**src/rtl/qdec_pkg.sv**
```systemverilog
package qdec_pkg;
  localparam int NUM_FLAGS = 4;
  localparam int FLG_OVF   = 0;
  localparam int FLG_UNF   = 1;
  localparam int FLG_INV   = 2;
  localparam int FLG_MATCH = 3;

  typedef enum logic {
    MODE_QUAD = 1'b0,
    MODE_STEP = 1'b1
  } cnt_mode_e;

  typedef struct packed {
    logic cur;
    logic prev;
  } phase_smp_t;
endpackage

```
**src/rtl/qdec_sync.sv**
```systemverilog
module qdec_sync #(
  parameter int STAGES = 2,
  parameter int NUM_CH = 2
) (
  input  logic                          clk,
  input  logic                          rst_n,
  input  logic [NUM_CH-1:0]             raw_in,
  output qdec_pkg::phase_smp_t [NUM_CH-1:0] smp
);
  localparam int LAST = STAGES - 1;

  for (genvar ch = 0; ch < NUM_CH; ch++) begin : g_ch
    logic [STAGES-1:0] pipe_q;
    logic [STAGES-1:0] pipe_d;
    logic              prev_q;

    always_comb begin
      pipe_d = {pipe_q[STAGES-2:0], raw_in[ch]};
    end

    always_ff @(posedge clk or negedge rst_n) begin
      if (!rst_n) begin
        pipe_q <= '0;
        prev_q <= 1'b0;
      end else begin
        pipe_q <= pipe_d;
        prev_q <= pipe_q[LAST];
      end
    end

    assign smp[ch].cur  = pipe_q[LAST];
    assign smp[ch].prev = prev_q;
  end
endmodule

```
**src/rtl/qdec_edge_dec.sv**
```systemverilog
module qdec_edge_dec
  import qdec_pkg::*;
(
  input  logic       clk,
  input  logic       rst_n,
  input  phase_smp_t ph_a,
  input  phase_smp_t ph_b,
  input  logic       cnt_mode,
  input  logic [1:0] edge_sel,
  output logic       cnt_up,
  output logic       cnt_dn
);
  logic a_chg, b_chg, b_act;

  always_comb begin
    a_chg  = ph_a.cur ^ ph_a.prev;
    b_chg  = ph_b.cur ^ ph_b.prev;
    b_act  = b_chg && ((ph_b.cur && edge_sel[0]) || (!ph_b.cur && edge_sel[1]));
    cnt_up = 1'b0;
    cnt_dn = 1'b0;
    if (cnt_mode_e'(cnt_mode) == MODE_STEP) begin
      cnt_up = b_act && ph_a.cur;
      cnt_dn = b_act && !ph_a.cur;
    end else if (b_chg && !a_chg) begin
      cnt_up = (ph_b.cur == ph_a.cur);
      cnt_dn = (ph_b.cur != ph_a.cur);
    end else if (a_chg && !b_chg) begin
      cnt_up = (ph_a.cur != ph_b.cur);
      cnt_dn = (ph_a.cur == ph_b.cur);
    end
  end

  AST_UP_DN_EXCL: assert property (@(posedge clk) disable iff (!rst_n)
    !(cnt_up && cnt_dn));

  AST_BOTH_CHG_IDLE: assert property (@(posedge clk) disable iff (!rst_n)
    ((ph_a.cur != ph_a.prev) && (ph_b.cur != ph_b.prev) && !cnt_mode) |-> !(cnt_up || cnt_dn));

  AST_STEP_A_IGNORED: assert property (@(posedge clk) disable iff (!rst_n)
    (cnt_mode && (ph_b.cur == ph_b.prev)) |-> !(cnt_up || cnt_dn));
endmodule

```
**src/rtl/qdec_pos_core.sv**
```systemverilog
module qdec_pos_core
  import qdec_pkg::*;
#(
  parameter int CNT_W = 16
) (
  input  logic                 clk,
  input  logic                 rst_n,
  input  logic                 cnt_up,
  input  logic                 cnt_dn,
  input  logic                 no_wrap,
  input  logic [CNT_W-1:0]     max_pos,
  input  logic [CNT_W-1:0]     cmp_pos,
  output logic [CNT_W-1:0]     pos,
  output logic                 dir_down,
  output logic [NUM_FLAGS-1:0] flag_set,
  output logic                 ev_up,
  output logic                 ev_down,
  output logic                 ev_ovf,
  output logic                 ev_unf
);
  localparam logic [CNT_W-1:0] ONE = CNT_W'(1);

  logic [CNT_W-1:0] pos_d;
  logic             dir_d;
  logic             hit_ovf, hit_unf, counting, cnt_en;

  always_comb begin
    pos_d   = pos;
    hit_ovf = 1'b0;
    hit_unf = 1'b0;
    if (cnt_up) begin
      if (pos == max_pos) begin
        hit_ovf = 1'b1;
        pos_d   = no_wrap ? pos + ONE : '0;
      end else begin
        pos_d = pos + ONE;
      end
    end else if (cnt_dn) begin
      if (pos == '0) begin
        hit_unf = 1'b1;
        pos_d   = max_pos;
      end else begin
        pos_d = pos - ONE;
      end
    end
    counting = cnt_up || cnt_dn;
    cnt_en   = counting;
    dir_d    = counting ? cnt_dn : dir_down;
    flag_set            = '0;
    flag_set[FLG_OVF]   = hit_ovf;
    flag_set[FLG_UNF]   = hit_unf;
    flag_set[FLG_INV]   = counting && (cnt_dn != dir_down);
    flag_set[FLG_MATCH] = counting && (pos_d == cmp_pos);
  end

  always_ff @(posedge clk or negedge rst_n) begin
    if (!rst_n) begin
      pos      <= '0;
      dir_down <= 1'b0;
    end else if (cnt_en) begin
      pos      <= pos_d;
      dir_down <= dir_d;
    end
  end

  always_ff @(posedge clk or negedge rst_n) begin
    if (!rst_n) begin
      ev_up   <= 1'b0;
      ev_down <= 1'b0;
      ev_ovf  <= 1'b0;
      ev_unf  <= 1'b0;
    end else begin
      ev_up   <= cnt_up;
      ev_down <= cnt_dn;
      ev_ovf  <= hit_ovf;
      ev_unf  <= hit_unf;
    end
  end

  AST_NO_COUNT_HOLD: assert property (@(posedge clk) disable iff (!rst_n)
    !(cnt_up || cnt_dn) |=> $stable(pos));

  AST_OVF_WRAP: assert property (@(posedge clk) disable iff (!rst_n)
    (cnt_up && (pos == max_pos) && !no_wrap) |=> ((pos == '0) && ev_ovf));

  AST_OVF_PASS: assert property (@(posedge clk) disable iff (!rst_n)
    (cnt_up && (pos == max_pos) && no_wrap) |=> ((pos == CNT_W'($past(pos) + ONE)) && ev_ovf));

  AST_UNF_RELOAD: assert property (@(posedge clk) disable iff (!rst_n)
    (cnt_dn && (pos == '0)) |=> ((pos == $past(max_pos)) && ev_unf));

  AST_DIR_TRACK: assert property (@(posedge clk) disable iff (!rst_n)
    cnt_dn |=> dir_down);

  AST_EV_ONEHOT: assert property (@(posedge clk) disable iff (!rst_n)
    $onehot0({ev_up, ev_down}));
endmodule

```
**src/rtl/qdec_flags.sv**
```systemverilog
module qdec_flags
  import qdec_pkg::*;
(
  input  logic                 clk,
  input  logic                 rst_n,
  input  logic [NUM_FLAGS-1:0] flag_set,
  input  logic [NUM_FLAGS-1:0] flag_clr,
  input  logic [NUM_FLAGS-1:0] irq_en,
  output logic [NUM_FLAGS-1:0] flags,
  output logic                 irq
);
  for (genvar i = 0; i < NUM_FLAGS; i++) begin : g_flag
    logic flg_d;

    always_comb begin
      flg_d = flag_set[i] | (flags[i] & ~flag_clr[i]);
    end

    always_ff @(posedge clk or negedge rst_n) begin
      if (!rst_n) flags[i] <= 1'b0;
      else        flags[i] <= flg_d;
    end

    AST_FLAG_STICKY: assert property (@(posedge clk) disable iff (!rst_n)
      (flags[i] && !flag_clr[i]) |=> flags[i]);

    AST_FLAG_SET_WINS: assert property (@(posedge clk) disable iff (!rst_n)
      flag_set[i] |=> flags[i]);
  end

  always_comb begin
    irq = |(flags & irq_en);
  end
endmodule

```
**src/rtl/qdec_poscnt.sv**
```systemverilog
module qdec_poscnt
  import qdec_pkg::*;
#(
  parameter int CNT_W     = 16,
  parameter int SYNC_STGS = 2
) (
  input  logic                 clk,
  input  logic                 rst_n,
  input  logic                 enc_a,
  input  logic                 enc_b,
  input  logic                 cnt_mode,
  input  logic [1:0]           edge_sel,
  input  logic                 no_wrap,
  input  logic [CNT_W-1:0]     max_pos,
  input  logic [CNT_W-1:0]     cmp_pos,
  input  logic [NUM_FLAGS-1:0] flag_clr,
  input  logic [NUM_FLAGS-1:0] irq_en,
  output logic [CNT_W-1:0]     pos,
  output logic                 dir_down,
  output logic [NUM_FLAGS-1:0] flags,
  output logic                 irq,
  output logic                 ev_up,
  output logic                 ev_down,
  output logic                 ev_ovf,
  output logic                 ev_unf
);
  localparam int CH_A = 0;
  localparam int CH_B = 1;

  logic [1:0]                 rst_pipe;
  logic                       rst_int_n;
  phase_smp_t [1:0]           smp;
  logic                       cnt_up, cnt_dn;
  logic [NUM_FLAGS-1:0]       flag_set;

  always_ff @(posedge clk or negedge rst_n) begin
    if (!rst_n) rst_pipe <= '0;
    else        rst_pipe <= {rst_pipe[0], 1'b1};
  end
  assign rst_int_n = rst_pipe[1];

  qdec_sync #(.STAGES(SYNC_STGS), .NUM_CH(2)) u_sync (
    .clk    (clk),
    .rst_n  (rst_int_n),
    .raw_in ({enc_b, enc_a}),
    .smp    (smp)
  );

  qdec_edge_dec u_dec (
    .clk      (clk),
    .rst_n    (rst_int_n),
    .ph_a     (smp[CH_A]),
    .ph_b     (smp[CH_B]),
    .cnt_mode (cnt_mode),
    .edge_sel (edge_sel),
    .cnt_up   (cnt_up),
    .cnt_dn   (cnt_dn)
  );

  qdec_pos_core #(.CNT_W(CNT_W)) u_core (
    .clk      (clk),
    .rst_n    (rst_int_n),
    .cnt_up   (cnt_up),
    .cnt_dn   (cnt_dn),
    .no_wrap  (no_wrap),
    .max_pos  (max_pos),
    .cmp_pos  (cmp_pos),
    .pos      (pos),
    .dir_down (dir_down),
    .flag_set (flag_set),
    .ev_up    (ev_up),
    .ev_down  (ev_down),
    .ev_ovf   (ev_ovf),
    .ev_unf   (ev_unf)
  );

  qdec_flags u_flags (
    .clk      (clk),
    .rst_n    (rst_int_n),
    .flag_set (flag_set),
    .flag_clr (flag_clr),
    .irq_en   (irq_en),
    .flags    (flags),
    .irq      (irq)
  );

  AST_IRQ_GATE: assert property (@(posedge clk) disable iff (!rst_int_n)
    (irq_en == '0) |-> !irq);

  AST_RESET_STATE: assert property (@(posedge clk)
    $rose(rst_int_n) |-> ((pos == '0) && (flags == '0) && !dir_down));
endmodule

```
**config.mk**
```make
export PLATFORM = sky130hd
export DESIGN_NAME = qdec_poscnt
export DESIGN_NICKNAME = d
export VERILOG_FILES = /design/src/rtl/qdec_pkg.sv /design/src/rtl/qdec_sync.sv /design/src/rtl/qdec_edge_dec.sv /design/src/rtl/qdec_pos_core.sv /design/src/rtl/qdec_flags.sv /design/src/rtl/qdec_poscnt.sv
export SDC_FILE = /design/constraint.sdc
export NUM_CORES = 1
export LEC_CHECK = 0
export CORE_UTILIZATION = 35
export DETAILED_ROUTE_END_ITERATION = 10
export HOLD_SLACK_MARGIN = 0.02
export SETUP_SLACK_MARGIN = 0.05
export SYNTH_ARGS = -nofsm -noshare
export SYNTH_HDL_FRONTEND = slang
export SYNTH_SLANG_ARGS = --single-unit
```
**constraint.sdc**
```tcl
create_clock -name clk -period 1.3 [get_ports clk]
set_input_delay 0.26 -clock clk [delete_from_list [all_inputs] [get_ports clk]]
set_output_delay 0.26 -clock clk [all_outputs]
set_load 0.05 [all_outputs]
```
==> Yosys cells after proc, flatten, opt, wreduce, memory -nomap -nowiden <==
Cells that the tools add are included.
{ "totals": {"ff_bits": 33, "input_bits": 48, "out_inout_bits": 26} }
{ "classes": {"mux": 16, "eq_ne": 7, "reduce_logical": 17, "n_addsub": 2, "n_bitwise": 15} }
{ "ops": {"columns": ["cell", "n"], "rows": [
  ["16-bit two-way mux", 5],
  ["16-bit == test", 2],
  ["16-bit by 1-bit adder with 16-bit output (second input constant)", 1],
  ["16-bit zero test", 1],
  ["16-bit by 1-bit subtractor with 16-bit output (second input constant)", 1],
  ["1-bit two-way mux", 11],
  ["1-bit logical AND", 9],
  ["1-bit AND", 4],
  ["4-bit AND", 1],
  ["1-bit zero test", 4],
  ["1-bit NOT", 4],
  ["1-bit bitwise OR", 4],
  ["4-bit OR reduction", 1],
  ["1-bit inequality test", 3],
  ["1-bit == test", 2],
  ["1-bit logical OR", 2],
  ["1-bit bitwise XOR", 2]
]} }

==> Depth between registers and ports, before layout <==
Gate-level depths: netlist of the first run.
{ "logic_depth": {"depth_word": 11, "depth_mapped": 13, "depth_no_buf": 11} }

==> By module <==
Synthesis of the first run repeated with hierarchy kept, for this count alone.
{ "hier_totals": {"hier_cells": 367, "hier_area_um2": 2919.0} }
{ "modules_own_cells": {"columns": ["mod", "cells_per_inst", "seq_area_each_um2", "area_each_um2", "n_inst"], "rows": [
  ["qdec_pos_core", 329, 525.5, 2441.1, 1],
  ["qdec_sync", 10, 150.1, 180.2, 1],
  ["qdec_flags", 15, 100.1, 165.2, 1],
  ["qdec_edge_dec", 10, 0.0, 78.8, 1],
  ["qdec_poscnt", 3, 50.0, 53.8, 1]
]} }

==> Least setup slack after synthesis of the first run <==
No wires, ideal clock.
{ "synth_timing": {"path_kind": "register -> register", "startpoint": "register u_core.pos[0]", "endpoint": "register u_flags.flags[3]", "synth_period_minus_slack_ns": 3.356, "stages_incl_launch_ff": 13, "n_path_buf": 2, "path_slack_ns": -2.056, "arrival_time_ns": 3.266, "path_cell_list": "dfrtp_1 > clkbuf_1 > inv_1 > ha_1 > nor4b_1 > and4_1 > buf_2 > and2_1 > o31a_1 > xor2_1 > a2111o_1 > or4_4 > o31ai_4"} }
{ "synth_via": {"elab_chain_len": 7} }
{ "synth_rtl": {"columns": ["element", "line_no", "text"], "rows": [
  ["from (decl)", "qdec_pos_core.sv:13", "output logic [CNT_W-1:0] pos,"],
  ["from (signal assigned)", "qdec_pos_core.sv:61", "pos <= pos_d;"],
  ["16-bit by 1-bit subtractor with 16-bit output, or another cell as far along", "qdec_pos_core.sv:43", "pos_d = pos - ONE;"],
  ["16-bit two-way mux, on equally long branches", "qdec_pos_core.sv:39, qdec_pos_core.sv:34", null],
  ["16-bit two-way mux, on equally long branches", "qdec_pos_core.sv:38, qdec_pos_core.sv:32", null],
  ["16-bit two-way mux (*)", "qdec_pos_core.sv:31", "if (cnt_up) begin"],
  ["16-bit == test (*)", "qdec_pos_core.sv:53", "flag_set[FLG_MATCH] = counting && (pos_d == cmp_pos);"],
  ["1-bit logical AND (*)", "qdec_pos_core.sv:53", null],
  ["1-bit bitwise OR (*)", "qdec_flags.sv:16", "flg_d = flag_set[i] | (flags[i] & ~flag_clr[i]);"],
  ["via u_flags.g_flag[3].flg_d", "qdec_flags.sv:13", "logic flg_d;"],
  ["to (signal, indexed assignment)", "qdec_flags.sv:21", "else flags[i] <= flg_d;"],
  ["to (decl)", "qdec_flags.sv:9", "output logic [NUM_FLAGS-1:0] flags,"]
]} }
The timed path passes the listed nets; every way through them passes the cells marked *.
A chain may end at the register's enable or synchronous reset.

==> Worst setup path in the final report of the first run <==
{ "layout_timing": {"startpoint": "register u_core.pos[5]", "endpoint": "register u_flags.flags[3]"} }
The elaborated chain is that of the path after synthesis.

==> summary.md, run 1 <==
| Metric | Value |
|---|---|
| Status | `finished, violations left` |
| Failing checks | `setup timing` |
| Vias in the first global route | `between 3000 and 4000` |
| RePlAce Congestion | `slightly below 1` |
| Seq/Total Area, Yosys | `0.299` |
| Die W | `90.9 µm` |
| DRC | `0` |
| Max clock buf depth | `2` |
| Synth top area share | `0.299` |
| Die Y-Extent | `about 91 µm` |
| RSZ-0062 raised after global routing | `yes` |
| Critical path arrival | `about 3.4 ns` |
| H-tree lvl count | `2` |
| Final Skew | `roughly 0.009 ns` |
| Worst Tran Pin Value | `0.602 ns` |
| DP HPWL | `9490 µm` |
| Antenna viol nets, final | `0` |
| TritonRoute pass-1 iters | `5` |
| Die area | `approximately 8300 µm²` |
| Wire per inst | `~24 µm` |
| CTS buffer count | `5` |
| Syn avg cell area | `between 8 and 9 µm²` |
| Nets@finish | `between 600 and 700` |
| MaxCap Viol Count | `0` |
| Iter 0 DRT Violations | `roughly 400` |
| Largest net degree at the start of global routing | `32` |
| # port buffers | `between 70 and 80` |
| Routed wl met3 | `between 1000 and 1500 µm` |
| Final wirelength | `about 17000 µm` |
| Clock Pin Slew Worst Setup and Hold Paths | `0.08 ns` |
| Primary FF master, synth | `dfrtp_1` |
| Layout cell share with drive strength beyond 1 | `0.634` |
| Sequential share of power | `0.155` |
| Clock power frac | `0.083` |
| Area grow syn2layout | `136%` |
| Combinational Power Share | `0.762` |
| Avg Vias per Cell | `~6` |
| Sw Ratio | `0.462` |
| Num ports | `74` |
| Antenna violations before repair | `0` |
| Number of enable flip-flop cells after synthesis | `0` |
| Later-pin clock latency in the skew report | `0.30 ns` |
| Setup ws final | `-1.90 ns` |
| Setup violators final | `39` |
| Syn nets | `around 380` |
| Endpoints failing hold | `0` |
| Yosys top cell by area | `dfrtp_1` |
| Ant. Diodes | `0` |
| M1 WL | `between 6000 and 7000 µm` |
| Row count | `32` |
| Synthesized instance count | `between 300 and 400` |
| NetSw | `4930 µW` |
| Post-route insts no fill | `approximately 700` |
| Req. time, crit path | `around 1.5 ns` |
| Synth cell types | `66` |
| Core area | `a little under 8000 µm²` |
| Pwr Density | `1640 nW/µm²` |
| Via count | `around 4200` |
| Crit-path max FO | `3` |
| Initial Util | `0.360` |
| Worst min-delay path class | `in -> async` |
| TritonCTS clock tree | `done` |
| Final Cycle Share | `2.46` |
| First-pass GRT wire length | `roughly 20000 µm` |
| Power Total | `roughly 11000 µW` |
| Async set-reset flop share out of synthesis | `1.00` |
| Worst setup SP type | `register` |
| Synth Register Bits | `33` |
| Critical path endpoint category | `register` |
| Slew HR | `0.596` |
| Total gr overflow | `0` |
| Clock Sinks | `33` |
| Mapped Area | `between 2000 and 3000 µm²` |
| Setup Crit Path Kind | `reg -> reg` |
| Top cells by area, synth | `dfrtp_1 30%, xnor2_1 8.9%, a21oi_1 3.4%` |
| Fmax | `312 MHz` |
| Hold_buf cts | `0` |
| Fin. max-slew vios | `0` |
| Max VDD drop | `approximately 1.1 mV` |
| DR top layer | `met4` |
| Total Routing Usage GR | `0.324` |
| Metal2 WL | `a little under 8000 µm` |
| Placed Cells | `619` |
| Yosys warning count | `0` |
| P_int | `between 5000 and 6000 µW` |
| Final min period | `roughly 3.2 ns` |
| Clk Tree Root Cell | `clkbuf_8` |
| Lkg Pwr | `0.00286 µW` |
[worst max-delay path, stage by stage (launching register included)]
cell and delay (ns):
dfrtp_2 0.45, nor4_4 0.49, buf_4 0.20, and4_4 0.23, buf_6 0.11, buf_6 0.10, o2bb2ai_1 0.13, a21oi_2 0.07
nor4b_2 0.29, buf_4 0.20, xor2_1 0.06, a221oi_1 0.27, nand4_1 0.23, o31ai_4 0.28
[final timing paths]
path	startpoint	to	slack [ns]	depth (start not counted)
setup / recovery	u_core.pos[5]	u_flags.flags[3]	-1.90	13
hold / removal	rst_n	rst_pipe[0]	0.12	1
max in group asynchronous	rst_pipe[1]	u_core.pos[15]	0.67	1
setup reg to reg	u_core.pos[5]	u_flags.flags[3]	-1.90	13
min in group clk	u_sync.g_ch[1].pipe_q[0]	u_sync.g_ch[1].pipe_q[1]	0.36	0
hold reg to reg	rst_pipe[1]	u_core.pos[12]	0.29	1
[state kept, by name, summed over array words and instances, names as in the netlist]
name	count
rst_pipe	2
u_core.ev_down	1
u_sync.g_ch.prev_q	2
u_core.ev_ovf	1
u_core.ev_up	1
u_sync.g_ch.pipe_q	4
u_core.dir_down	1
u_core.ev_unf	1
u_core.pos	16
u_flags.flags	4
[cell usage in the layout, fill, tap and decap left out, types with 7 or more instances in the layout]
cell type / netlist / final
a21oi_2: 0 / 10
buf_12: 0 / 33
buf_4: 1 / 131
buf_6: 1 / 55
buf_8: 0 / 7
clkdlybuf4s50_1: 0 / 47
dfrtp_1: 33 / 14
dfrtp_2: 0 / 19
inv_1: 20 / 17
nand2_1: 25 / 15
nand3_1: 13 / 9
nand4_1: 9 / 9
nor2_1: 15 / 10
xnor2_1: 28 / 14
xnor2_2: 0 / 13
[through the flow]
stage	setup slack, ns	setup TNS, ns	hold slack (ns)	util	cell area, µm²
6_report	-1.90	-24.26	0.122	0.847	6520
5_1_grt	-1.95	-25.80	0.136	0.847	6520
4_1_cts	-1.64	-19.87	0.124	0.750	5770
3_5_place_dp	-1.85	-23.79	0.296	0.647	4970
3_3_place_gp	-1.79	-23.32	0.287	0.647	4970
2_1_floorplan	-1.64	-15.25	-0.0356	-	3070
[layout make-up]
cell class | instances | area [µm²]
repair buffers | 273 | 2840
inverters | 22 | 95.1
multi-input cells | 254 | 2510
well taps | 102 | 128
clock inverters | 2 | 13.8
clock buffers | 6 | 82.6
fillers | 379 | 1170
flip-flops and latches | 33 | 850
[power by group through the flow]
stage               Sequential [µW]  Clock, µW  Combinational (µW)
finish                         1660        881                8130
global route                   1680        918                8320
CTS                            1610        876                6570
detailed placement             1590          0                5730
global placement               1580          0                5740
floorplan                      2220          0                2310
[Yosys cell counts, types with 3 or more instances]
master,count
o211ai_1,3
nor4b_1,3
a22oi_1,6
o21a_1,5
and3_1,3
nor4_1,5
a31oi_1,3
nand4_1,9
a21oi_1,19
a211oi_1,3
buf_2,5
o2bb2ai_1,5
and2_1,4
dfrtp_1,33
nand3_1,13
clkbuf_1,15
xor2_1,6
nand2_1,25
nand2b_1,6
ha_1,3
o21ai_0,9
a221oi_1,4
nor2_1,15
nor3b_1,3
nor3b_2,3
inv_1,20
o21ai_1,5
o22ai_1,3
or3_1,4
and4_1,4
nor3_1,11
xnor2_1,28
[layer usage]
layer / global-route usage / vias to the layer above
li1: - / 1740
met1: 0.419 / 2034
met2: 0.535 / 292
met3: 0.0471 / 104
met4: 0.140 / 0
met5: 0 / -
[cells by family after synthesis]
family	Yosys count	share of synthesized area
simple gates	125	0.274
compound gates	90	0.235
buf+inv	44	0.0661
xor+xnor	34	0.108
flops	33	0.299
fa+ha+maj	3	0.0136
other cells	1	0.00136
mux	1	0.00362
[repair_timing]
action / in CTS / in global routing
pin swaps: 36 / 50
buffers inserted: 32 / 47
resized for setup: 101 / 97
setup endpoints to repair: 42 / 42
No activity file was read; power rests on OpenSTA's default activity.
==> run 2, diff against run 1 <==
SLEW_MARGIN = 20   (was not set)
==> results of run 2 <==
The final DEF is identical to that of run 1; final timing and power are the same.
==> run 3, diff against run 2 <==
CELL_PAD_IN_SITES_DETAIL_PLACEMENT = 1   (was not set)
CELL_PAD_IN_SITES_GLOBAL_PLACEMENT = 2   (was not set)
CORE_MARGIN = 2   (was not set)
CORE_UTILIZATION = 28   (was 35)
PLACE_DENSITY_LB_ADDON = 0.1   (was not set)
SETUP_SLACK_MARGIN = 0.4   (was 0.05)
==> run 3 against run 2 <==
  * The flow still finishes with violations (setup timing)
  * Final area shrank 2.8%
  * Critical path depth shrank 2
  * Clock skew shrank 0.0010 ns
  * Non-clock buffer count shrank 10
  * Combinational power shrank 6.3%
  * Setup slack gained 0.062 ns
  * Total power shrank 2.4%
  * Utilization shrank 19 points
  * Sequential share of layout area grew 0.43 points
  * Critical endpoint unchanged
  * Largest cell class unchanged
  * Largest power group unchanged
==> summary.md, run 3 (synthesis results as in run 1) <==
| Metric | Value |
|---|---|
| Status | `finished, violations left (unchanged)` |
| Crit path buf inv count | `3 (was 4)` |
| H-tree lvl count | `2 (unchanged)` |
| Final min period | `3.14 ns (was 3.20 ns)` |
| Slowest stage delay, CP | `0.47 ns (was 0.49 ns)` |
| Wire per inst | `24.0 µm (was 24.2 µm)` |
| Antenna viol nets, final | `0 (unchanged)` |
| Critical Path Slowest Stage Cell | `dfrtp_2 (was nor4_4)` |
| RSZ-0062 raised after global routing | `yes (unchanged)` |
| Post-DP Area | `5050 µm² (was 4970 µm²)` |
| Max reg flops | `16 (unchanged)` |
| First-pass GRT wire length | `22700 µm (was 20400 µm)` |
| TritonRoute pass-1 iters | `4 (was 5)` |
| Lkg Pwr | `0.00274 µW (was 0.00286 µW)` |
| Final Cycle Share | `2.41 (was 2.46)` |
| Largest net degree at the start of global routing | `23 (was 32)` |
| Final wirelength | `17100 µm (was 16800 µm)` |
| Setup violators final | `39 (unchanged)` |
| Hold_buf cts | `0 (unchanged)` |
| Vias in the first global route | `4001 (was 3855)` |
| Max VDD drop | `0.947 mV (was 1.09 mV)` |
| Later-pin clock latency in the skew report | `0.30 ns (about the same)` |
| Final Skew | `0.00797 ns (was 0.00897 ns)` |
| Critical path endpoint category | `register (unchanged)` |
| Endpoints failing hold | `0 (unchanged)` |
| Iter 0 DRT Violations | `207 (was 398)` |
| Critical path arrival | `3.36 ns (was 3.41 ns)` |
| Failing checks | `setup timing (unchanged)` |
| Worst min-delay path class | `in -> async (unchanged)` |
| Clock Pin Slew Worst Setup and Hold Paths | `0.08 ns (about the same)` |
| Clk Tree Root Cell | `clkbuf_8 (unchanged)` |
| Nets@finish | `630 (was 640)` |
| Design area | `6330 µm² (was 6520 µm²)` |
| Most flops, register | `u_core.pos (unchanged)` |
| RePlAce Congestion | `0.903 (was 0.975)` |
| Crit-path leading delay family | `simple AND/OR/NAND/NOR gates (unchanged)` |
| Antenna violations before repair | `0 (unchanged)` |
| DRC | `0 (unchanged)` |
| Most common cell after layout, fill and taps aside | `buf_4 (unchanged)` |
| Crit-path max FO | `5 (was 3)` |
| Avg Vias per Cell | `5.45 (was 6.03)` |
| TritonCTS clock tree | `done (unchanged)` |
| Largest registers | `u_core.pos: 16 flops, u_flags.flags: 4 flops, u_sync.g_ch.pipe_q: 4 flops (unchanged)` |
| Num ports | `74 (unchanged)` |
| Max clock buf depth | `2 (unchanged)` |
| Fin. max-slew vios | `0 (unchanged)` |
| Setup ws final | `-1.84 ns (was -1.90 ns)` |
| Post-layout util | `0.654 (was 0.847)` |
| Worst setup SP type | `register (unchanged)` |
| Clock Sinks | `33 (unchanged)` |
| Most frequent cell on the critical path | `buf_4` |
| CTS buffer count | `5 (unchanged)` |
| Initial Util | `0.285 (was 0.360)` |
| Core area | `9680 µm² (was 7690 µm²)` |
| MaxCap Viol Count | `0 (unchanged)` |
| Fill count | `1043 (was 379)` |
| Fmax | `319 MHz (was 312 MHz)` |
| Pwr Density | `1640 nW/µm² (about the same)` |
| # port buffers | `73 (unchanged)` |
| Commonest cells after routing, fill and taps aside | `119 x buf_4, 62 x buf_6, 47 x clkdlybuf4s50_1, 31 x buf_12, 22 x dfrtp_2 (was 131 x buf_4, 55 x buf_6, 47 x clkdlybuf4s50_1, 33 x buf_12, 19 x dfrtp_2)` |
| Row count | `36 (was 32)` |
| Layout cell share with drive strength beyond 1 | `0.602 (was 0.634)` |
| Setup Crit Path Kind | `reg -> reg (unchanged)` |
| Total gr overflow | `0 (unchanged)` |
| Die area | `10700 µm² (was 8260 µm²)` |
| Area grow syn2layout | `129% (was 136%)` |
| Worst path cell trace | `nor4_4 > buf_4 > nand4_1 > buf_4 > o21ai_4 > buf_12 > o221a_2 > o22ai_2 > a2111o_1 > or4_4 > o31ai_4 (was nor4_4 > buf_4 > and4_4 > buf_6 > buf_6 > o2bb2ai_1 > a21oi_2 > nor4b_2 > buf_4 > xor2_1 > a221oi_1 > nand4_1 > o31ai_4)` |
| Total Routing Usage GR | `0.292 (was 0.324)` |
| Die W | `103 µm (was 90.9 µm)` |
| DP HPWL | `11800 µm (was 9490 µm)` |
| Die Y-Extent | `103 µm (was 90.9 µm)` |
| Ant. Diodes | `0 (unchanged)` |
| Via count | `3889 (was 4170)` |
| Req. time, crit path | `1.52 ns (was 1.51 ns)` |
[run 3: repair_timing]
action | CTS | global route
resized for setup | 75 | 83
gates cloned | 0 | 0
pin swaps | 18 | 32
endpoints found under the setup margin | 51 | 51
buffers inserted | 26 | 28
[run 3: where the power goes]
part | total [µW] | switching [µW] | internal (µW)
Combinational | 7620 | 3790 | 3840
Clock | 1080 | 451 | 624
Sequential | 1710 | 434 | 1280
[run 3: stage by stage]
step | setup WS, ns | std cells | total power [µW] | hold slack, ns | setup TNS, ns
floorplan | -1.64 | 331 | 4520 | -0.0356 | -15.25
global placement | -1.80 | 651 | 7400 | 0.153 | -23.50
detailed placement | -1.92 | 651 | 7480 | 0.157 | -24.89
CTS | -1.68 | 685 | 9340 | 0.121 | -20.61
global route | -1.90 | 713 | 10800 | 0.122 | -25.78
finish | -1.84 | 713 | 10400 | 0.121 | -23.92
[run 3: layout make-up]
class	count	area [µm²]	area share
inverter	22	87.6	0.0138
sequential	33	853	0.135
clock inverter	2	37.5	0.00593
tap	133	166	0.0263
clock buffer	6	82.6	0.0130
timing repair buffer	263	2740	0.433
multi-input combinational	254	2360	0.373
[run 3: worst reg2reg max path: cells and delay by family (launching register included)]
family | cells | cell delay (ns)
and+or+nand+nor | 3 | 1.03
AOI/OAI and AO/OA | 5 | 0.98
buffers and inverters | 3 | 0.60
DFF | 1 | 0.47
[run 3: final timing paths]
path / startpoint / to / slack, ns / cells after the start
setup / recovery: u_core.pos[3] / u_flags.flags[3] / -1.84 / 11
hold / removal: rst_n / rst_pipe[1] / 0.12 / 1
setup reg to reg: u_core.pos[3] / u_flags.flags[3] / -1.84 / 11
hold reg to reg: rst_pipe[1] / u_core.pos[6] / 0.15 / 0
max in group asynchronous: rst_pipe[1] / u_core.pos[5] / 0.70 / 1
min in group clk: u_sync.g_ch[0].pipe_q[0] / u_sync.g_ch[0].pipe_q[1] / 0.35 / 0
[run 3: metal layers]
layer  GRT usage  vias to the layer above  part of all wire
li1            -                     1725                 -
met1       0.353                     1952              0.39
met2       0.502                      158              0.51
met3      0.0625                       54             0.052
met4       0.126                        0             0.043
met5           0                        -                 0
